===== src/rtl/bank_row_pkg.sv =====
package bank_row_pkg;

  typedef enum logic [1:0] {
    ACC_HIT      = 2'd0,
    ACC_MISS     = 2'd1,
    ACC_CONFLICT = 2'd2
  } accClass_t;

  typedef struct packed {
    logic accept;    // request handshake completes this edge
    logic activate;  // accepted request opens a row
    logic clearAll;  // precharge every bank
  } ctlStrobe_t;

endpackage


===== src/rtl/bank_row_dp.sv =====
module bank_row_dp
  import bank_row_pkg::*;
#(
  parameter int GROUPS          = 8,
  parameter int BANKS_PER_GROUP = 4,
  parameter int ROW_W           = 15,
  parameter int CL              = 14,
  parameter int TRCD            = 14,
  parameter int TRP             = 14,
  parameter int GRP_W           = $clog2(GROUPS),
  parameter int BNK_W           = $clog2(BANKS_PER_GROUP),
  parameter int LAT_W           = $clog2(TRP + TRCD + CL + 1)
) (
  input  logic             clk,
  input  logic             rstN,
  input  logic [GRP_W-1:0] reqGroup,
  input  logic [BNK_W-1:0] reqBank,
  input  logic [ROW_W-1:0] reqRow,
  input  ctlStrobe_t       strobe,
  output logic             needAct,
  output logic             rspGrant,
  output logic [1:0]       rspClass,
  output logic [LAT_W-1:0] rspLatency
);

  localparam int NUM_BANKS = GROUPS * BANKS_PER_GROUP;
  localparam int IDX_W     = GRP_W + BNK_W;
  localparam logic [LAT_W-1:0] LAT_HIT      = LAT_W'(CL);
  localparam logic [LAT_W-1:0] LAT_MISS     = LAT_W'(TRCD + CL);
  localparam logic [LAT_W-1:0] LAT_CONFLICT = LAT_W'(TRP + TRCD + CL);

  logic [IDX_W-1:0]     reqIdx;
  logic [NUM_BANKS-1:0] bankOpen;
  logic [ROW_W-1:0]     bankRow [NUM_BANKS];

  assign reqIdx = {reqGroup, reqBank};

  // One open-row entry per bank
  for (genvar b = 0; b < NUM_BANKS; b++) begin : g_bank
    logic             isOpen;
    logic [ROW_W-1:0] openRow;
    logic             writeHere;

    assign writeHere = strobe.activate && (reqIdx == IDX_W'(b));

    always_ff @(posedge clk) begin
      if (!rstN) begin
        isOpen  <= 1'b0;
        openRow <= '0;
      end else if (strobe.clearAll) begin
        isOpen  <= 1'b0;
      end else if (writeHere) begin
        isOpen  <= 1'b1;
        openRow <= reqRow;
      end
    end

    assign bankOpen[b] = isOpen;
    assign bankRow[b]  = openRow;
  end

  // Classification of the presented request
  accClass_t        classNow;
  logic [LAT_W-1:0] latencyNow;

  always_comb begin
    if (!bankOpen[reqIdx]) begin
      classNow   = ACC_MISS;
      latencyNow = LAT_MISS;
    end else if (bankRow[reqIdx] == reqRow) begin
      classNow   = ACC_HIT;
      latencyNow = LAT_HIT;
    end else begin
      classNow   = ACC_CONFLICT;
      latencyNow = LAT_CONFLICT;
    end
  end

  assign needAct = (classNow != ACC_HIT);

  // Registered result
  accClass_t        classQ;
  logic [LAT_W-1:0] latencyQ;
  logic             grantQ;

  always_ff @(posedge clk) begin
    if (!rstN) begin
      grantQ   <= 1'b0;
      classQ   <= ACC_HIT;
      latencyQ <= '0;
    end else begin
      grantQ <= strobe.accept;
      if (strobe.accept) begin
        classQ   <= classNow;
        latencyQ <= latencyNow;
      end
    end
  end

  assign rspGrant   = grantQ;
  assign rspClass   = classQ;
  assign rspLatency = latencyQ;

endmodule


===== src/rtl/bank_row_ctl.sv =====
module bank_row_ctl
  import bank_row_pkg::*;
#(
  parameter int GROUPS = 8,
  parameter int TRRD_L = 4,
  parameter int TRRD_S = 2,
  parameter int GRP_W  = $clog2(GROUPS)
) (
  input  logic             clk,
  input  logic             rstN,
  input  logic             reqValid,
  input  logic [GRP_W-1:0] reqGroup,
  input  logic             needAct,
  input  logic             prechargeAll,
  output logic             reqReady,
  output ctlStrobe_t       strobe
);

  localparam int CNT_W = $clog2(TRRD_L + 1);
  localparam logic [CNT_W-1:0] GAP_LONG  = CNT_W'(TRRD_L);
  localparam logic [CNT_W-1:0] GAP_SHORT = CNT_W'(TRRD_S);

  logic [CNT_W-1:0] sinceAct;   // edges since the last activate, saturating
  logic [GRP_W-1:0] lastGroup;
  logic [CNT_W-1:0] gapNeeded;
  logic             spacingOk;

  assign gapNeeded = (reqGroup == lastGroup) ? GAP_LONG : GAP_SHORT;
  assign spacingOk = (sinceAct >= gapNeeded);
  assign reqReady  = !prechargeAll && (!needAct || spacingOk);

  always_comb begin
    strobe.accept   = reqValid && reqReady;
    strobe.activate = reqValid && reqReady && needAct;
    strobe.clearAll = prechargeAll;
  end

  always_ff @(posedge clk) begin
    if (!rstN) begin
      sinceAct  <= GAP_LONG;
      lastGroup <= '0;
    end else if (strobe.activate) begin
      sinceAct  <= CNT_W'(1);
      lastGroup <= reqGroup;
    end else if (sinceAct < GAP_LONG) begin
      sinceAct  <= sinceAct + CNT_W'(1);
    end
  end

endmodule


===== src/rtl/bank_row_tracker.sv =====
module bank_row_tracker
  import bank_row_pkg::*;
#(
  parameter int GROUPS          = 8,
  parameter int BANKS_PER_GROUP = 4,
  parameter int ROW_W           = 15,
  parameter int CL              = 14,
  parameter int TRCD            = 14,
  parameter int TRP             = 14,
  parameter int TRRD_L          = 4,
  parameter int TRRD_S          = 2,
  parameter int GRP_W           = $clog2(GROUPS),
  parameter int BNK_W           = $clog2(BANKS_PER_GROUP),
  parameter int LAT_W           = $clog2(TRP + TRCD + CL + 1)
) (
  input  logic             clk,
  input  logic             rstN,
  input  logic             prechargeAll,
  input  logic             reqValid,
  output logic             reqReady,
  input  logic [GRP_W-1:0] reqGroup,
  input  logic [BNK_W-1:0] reqBank,
  input  logic [ROW_W-1:0] reqRow,
  output logic             rspGrant,
  output logic [1:0]       rspClass,
  output logic [LAT_W-1:0] rspLatency
);

  ctlStrobe_t ctlStrobe;
  logic       needAct;
  logic       actPulse;

  assign actPulse = ctlStrobe.activate;

  bank_row_ctl #(
    .GROUPS (GROUPS),
    .TRRD_L (TRRD_L),
    .TRRD_S (TRRD_S),
    .GRP_W  (GRP_W)
  ) ctl_i (
    .clk          (clk),
    .rstN         (rstN),
    .reqValid     (reqValid),
    .reqGroup     (reqGroup),
    .needAct      (needAct),
    .prechargeAll (prechargeAll),
    .reqReady     (reqReady),
    .strobe       (ctlStrobe)
  );

  bank_row_dp #(
    .GROUPS          (GROUPS),
    .BANKS_PER_GROUP (BANKS_PER_GROUP),
    .ROW_W           (ROW_W),
    .CL              (CL),
    .TRCD            (TRCD),
    .TRP             (TRP),
    .GRP_W           (GRP_W),
    .BNK_W           (BNK_W),
    .LAT_W           (LAT_W)
  ) dp_i (
    .clk        (clk),
    .rstN       (rstN),
    .reqGroup   (reqGroup),
    .reqBank    (reqBank),
    .reqRow     (reqRow),
    .strobe     (ctlStrobe),
    .needAct    (needAct),
    .rspGrant   (rspGrant),
    .rspClass   (rspClass),
    .rspLatency (rspLatency)
  );

endmodule


===== config.mk =====
export PLATFORM = sky130hd
export DESIGN_NAME = bank_row_tracker
export DESIGN_NICKNAME = d
export VERILOG_FILES = /design/src/rtl/bank_row_pkg.sv /design/src/rtl/bank_row_dp.sv /design/src/rtl/bank_row_ctl.sv /design/src/rtl/bank_row_tracker.sv
export SDC_FILE = /design/constraint.sdc
export NUM_CORES = 1
export LEC_CHECK = 0
export ABC_AREA = 0
export CAP_MARGIN = 20
export CORE_MARGIN = 5
export CORE_UTILIZATION = 39
export DETAILED_ROUTE_END_ITERATION = 8
export HOLD_SLACK_MARGIN = 0.1
export RECOVER_POWER = 50
export REMOVE_ABC_BUFFERS = 1
export SYNTH_ARGS = -nofsm -noshare
export SYNTH_HDL_FRONTEND = slang
export SYNTH_SLANG_ARGS = --single-unit
export TNS_END_PERCENT = 50

===== constraint.sdc =====
create_clock -name clk -period 5.57 [get_ports clk]
set_clock_uncertainty 0.05 [all_clocks]
set_input_delay 0.8355 -clock clk [delete_from_list [all_inputs] [get_ports clk]]
set_output_delay 0.8355 -clock clk [all_outputs]
set_load 0.05 [all_outputs]

==> flow_summary.ini <==
[yosys]
netlist-cell-type-count = 60
synthesis.area_um2 = 23600
ys_seq_area_frac = 0.444
avgSynthCellArea_um2 = 10.7
yosys_warnings = 0
synth_async_sr_flop_share = 0
synth_cells = 2215
ys.flop_type = dfxtp_1
synth_enable_flop_cells = 0
synth-seq-cells = 524

[run_status]
violations = capacitance limit, slew limit
outcome = complete, but fails checks

[timing]
whs_ps = 403
finalCriticalPeriod_ps = 5360
fmaxAchievable_mhz = 187
rsz0062_at_grt = no
hold_viol = 0
slew_headroom = -0.0677
setup_ws_ps = 209
slew_viol_final = 71
tightestPinTransition_ps = 1590
period_share = 0.963
finalSetupTns_ps = 0
setup_violations = 0

[clock_network]
cts_tree = built
cts_sinks = 524
cts_hold_buf = 0
cts_buffers = 56
htreeDepth = 2
clkSlewWorstSetupHoldPaths_ps = 60
cts-resized-gates = 0
cts.path.max_buffers = 3
clk_latency_ps = 600
post-cts-setup-buffers = 0
clockRootBuffer = clkbuf_16

[pwr]
comb_power_share = 0.068
intPower_mw = 6.01
power_density_nw_per_um2 = 301
p_sw_frac = 0.241
p_clk_frac = 0.455
switchingPower_mw = 1.91
cellLeakagePower_nw = 8.86
power_mw = 7.91
vdd_drop_max_mv = 0.228
seqPwrFrac = 0.478

[grt]
grtUsageTotal = 0.197
grt_pass1_wl_um = 103000
grt_overflow = 0
grt_pass1_vias = 16900
grt_max_degree = 149
antenna_found_initial = 1

[setup_path]
path_max_fanout = 20
worstSetupPathType = primary input to primary output
critPathCaptureType = primary output
cp_top_family = simple AND/OR/NAND/NOR gates
start_kind = primary input
critPathSlowestCell = clkbuf_2
crit_arrival_ps = 4480
crit_chain = clkdlybuf4s50_1, clkbuf_2, o221ai_1, nor3_1, a31oi_1, xor2_1, nor4_4, nand4_2, nor4_4, nor2_1, nor2_1, buf_12
required_ps = 4680
path_buf_inv = 3
critPathMaxStageDelay_ps = 640

[finish]
finalInstanceArea_um2 = 26300
final_core_util = 0.437
layout_commonest_cell = mux2i_1
mostFrequentLayoutCells = 582 x mux2i_1, 524 x nand2_1, 524 x dfxtp_1
n_fill_cell = 5579
drive_above_1_share = 0.140
syn_to_final_growth_pct = 11.4
stdcell_count = 3039
nNetsFinal = 2243
antenna_cells = 0

[floorplanning]
die_h_um = 256
dieWidth_um = 256
dieArea_um2 = 65600
core_um2 = 60200
io_pins = 34
row_count = 90
start_util = 0.392

[routing]
drtPass1Iterations = 5
drt.antenna.violating_nets = 0
post-route-drc-count = 0
viasPerCell = 5.48
wl_um = 66600
routedWlPerCell_um = 21.9
vias = 16700
drt_iter0_markers = 1320

[place]
dp_cells = 2940
pre_cts_ws_ps = 166
hpwl_um = 44300
gp_congestion = 0.820
post_dp_cell_area_um2 = 24900
portBuffers = 32

[min_path]
hp-class = register to register

[flow_run]
maxCapViolCount = 5
-- routing by layer --
| metal | global-route usage | wire (µm) |
|---|---|---|
| met3 | 0.0341 | 3750 |
| met2 | 0.317 | 30500 |
| met1 | 0.279 | 30700 |
| met4 | 0.0459 | 1570 |
| met5 | 0 | 0 |
-- cell type report --
class	count	area [µm²]	share of cell area
Multi-Input combinational cell	1482	11800	0.450
Sequential cell	524	10500	0.398
Clock buffer	80	1590	0.0605
Timing Repair Buffer	145	1250	0.0474
Tap cell	782	978	0.0372
Clock inverter	19	155	0.00589
Inverter	7	26.3	0.000998
-- power groups by stage --
stage	clock network (mW)	registers (mW)	logic, mW
after floorplan	0	3.87	0.213
after global placement	0	3.86	0.532
after detailed placement	0	3.86	0.541
after CTS	3.67	3.78	0.542
after global routing	3.83	3.78	0.565
final	3.60	3.78	0.537
-- worst reg2reg max path, cell delays in order, from the launching register on --
cell and delay, ps:
dfxtp_1 310, mux4_2 520, a22o_1 220, a2111oi_1 520, a21oi_1 110, xor2_1 180, nor3_1 250, nand3_1 150
nor3_1 480, clkbuf_1 610, nor4_1 150, clkbuf_2 460, o21a_1 330
-- registers in the layout, summed over array words and instances (netlist names) --
signal	count
dp_i.g_bank.openRow	480
dp_i.g_bank.isOpen	32
dp_i.rspLatency	4
ctl_i.lastGroup	3
ctl_i.sinceAct	3
dp_i.rspClass	1
dp_i.rspGrant	1
-- path summary, 6_finish.rpt --
path	start	end	slack (ps)	cells after the start
worst min register to register	dp_i.g_bank[30].openRow[1]	dp_i.g_bank[30].openRow[1]	400	2
worst min-delay path	dp_i.g_bank[30].openRow[1]	dp_i.g_bank[30].openRow[1]	400	2
worst max register to register	dp_i.g_bank[15].openRow[12]	dp_i.g_bank[27].isOpen	1120	12
worst max-delay path	reqGroup[2]	reqReady	210	12
-- cell families after synthesis --
family | after synthesis | share of synthesized area
multiplexers | 670 | 0.327
AND/OR/NAND/NOR | 635 | 0.126
flip-flops | 524 | 0.444
buffers and inverters | 209 | 0.0487
AO/OA/AOI/OAI | 154 | 0.0464
XOR/XNOR | 19 | 0.00704
adder cells (fa/ha/maj) | 3 | 0.00159
other | 1 | 0.000159
-- synth_stat cells (3+ instances only) --
cell	count	area share
a211oi_1	3	0.00095
a21oi_1	23	0.0049
a221oi_1	3	0.0011
a22o_1	6	0.0022
a22oi_1	29	0.0092
a31oi_1	3	0.00079
and2_1	3	0.00079
and3_1	3	0.00079
buf_1	7	0.0011
buf_2	12	0.0025
buf_4	38	0.012
buf_6	10	0.0048
buf_8	9	0.0057
clkbuf_1	124	0.020
dfxtp_1	524	0.44
ha_1	3	0.0016
inv_1	6	0.00095
mux2_2	8	0.0038
mux2i_1	582	0.25
mux4_2	80	0.076
nand2_1	525	0.083
nand2b_1	4	0.0011
nand3_1	25	0.0053
nor2_1	20	0.0032
nor2_8	8	0.0068
nor2b_1	6	0.0016
nor3_1	4	0.00085
nor3b_1	3	0.00095
nor4_2	7	0.0037
nor4_4	15	0.013
o21a_1	32	0.010
o21ai_0	12	0.0025
o221ai_1	16	0.0059
o22ai_1	11	0.0029
xnor2_1	5	0.0019
xor2_1	14	0.0052
Note: power is estimated with default switching activity, not from simulation.
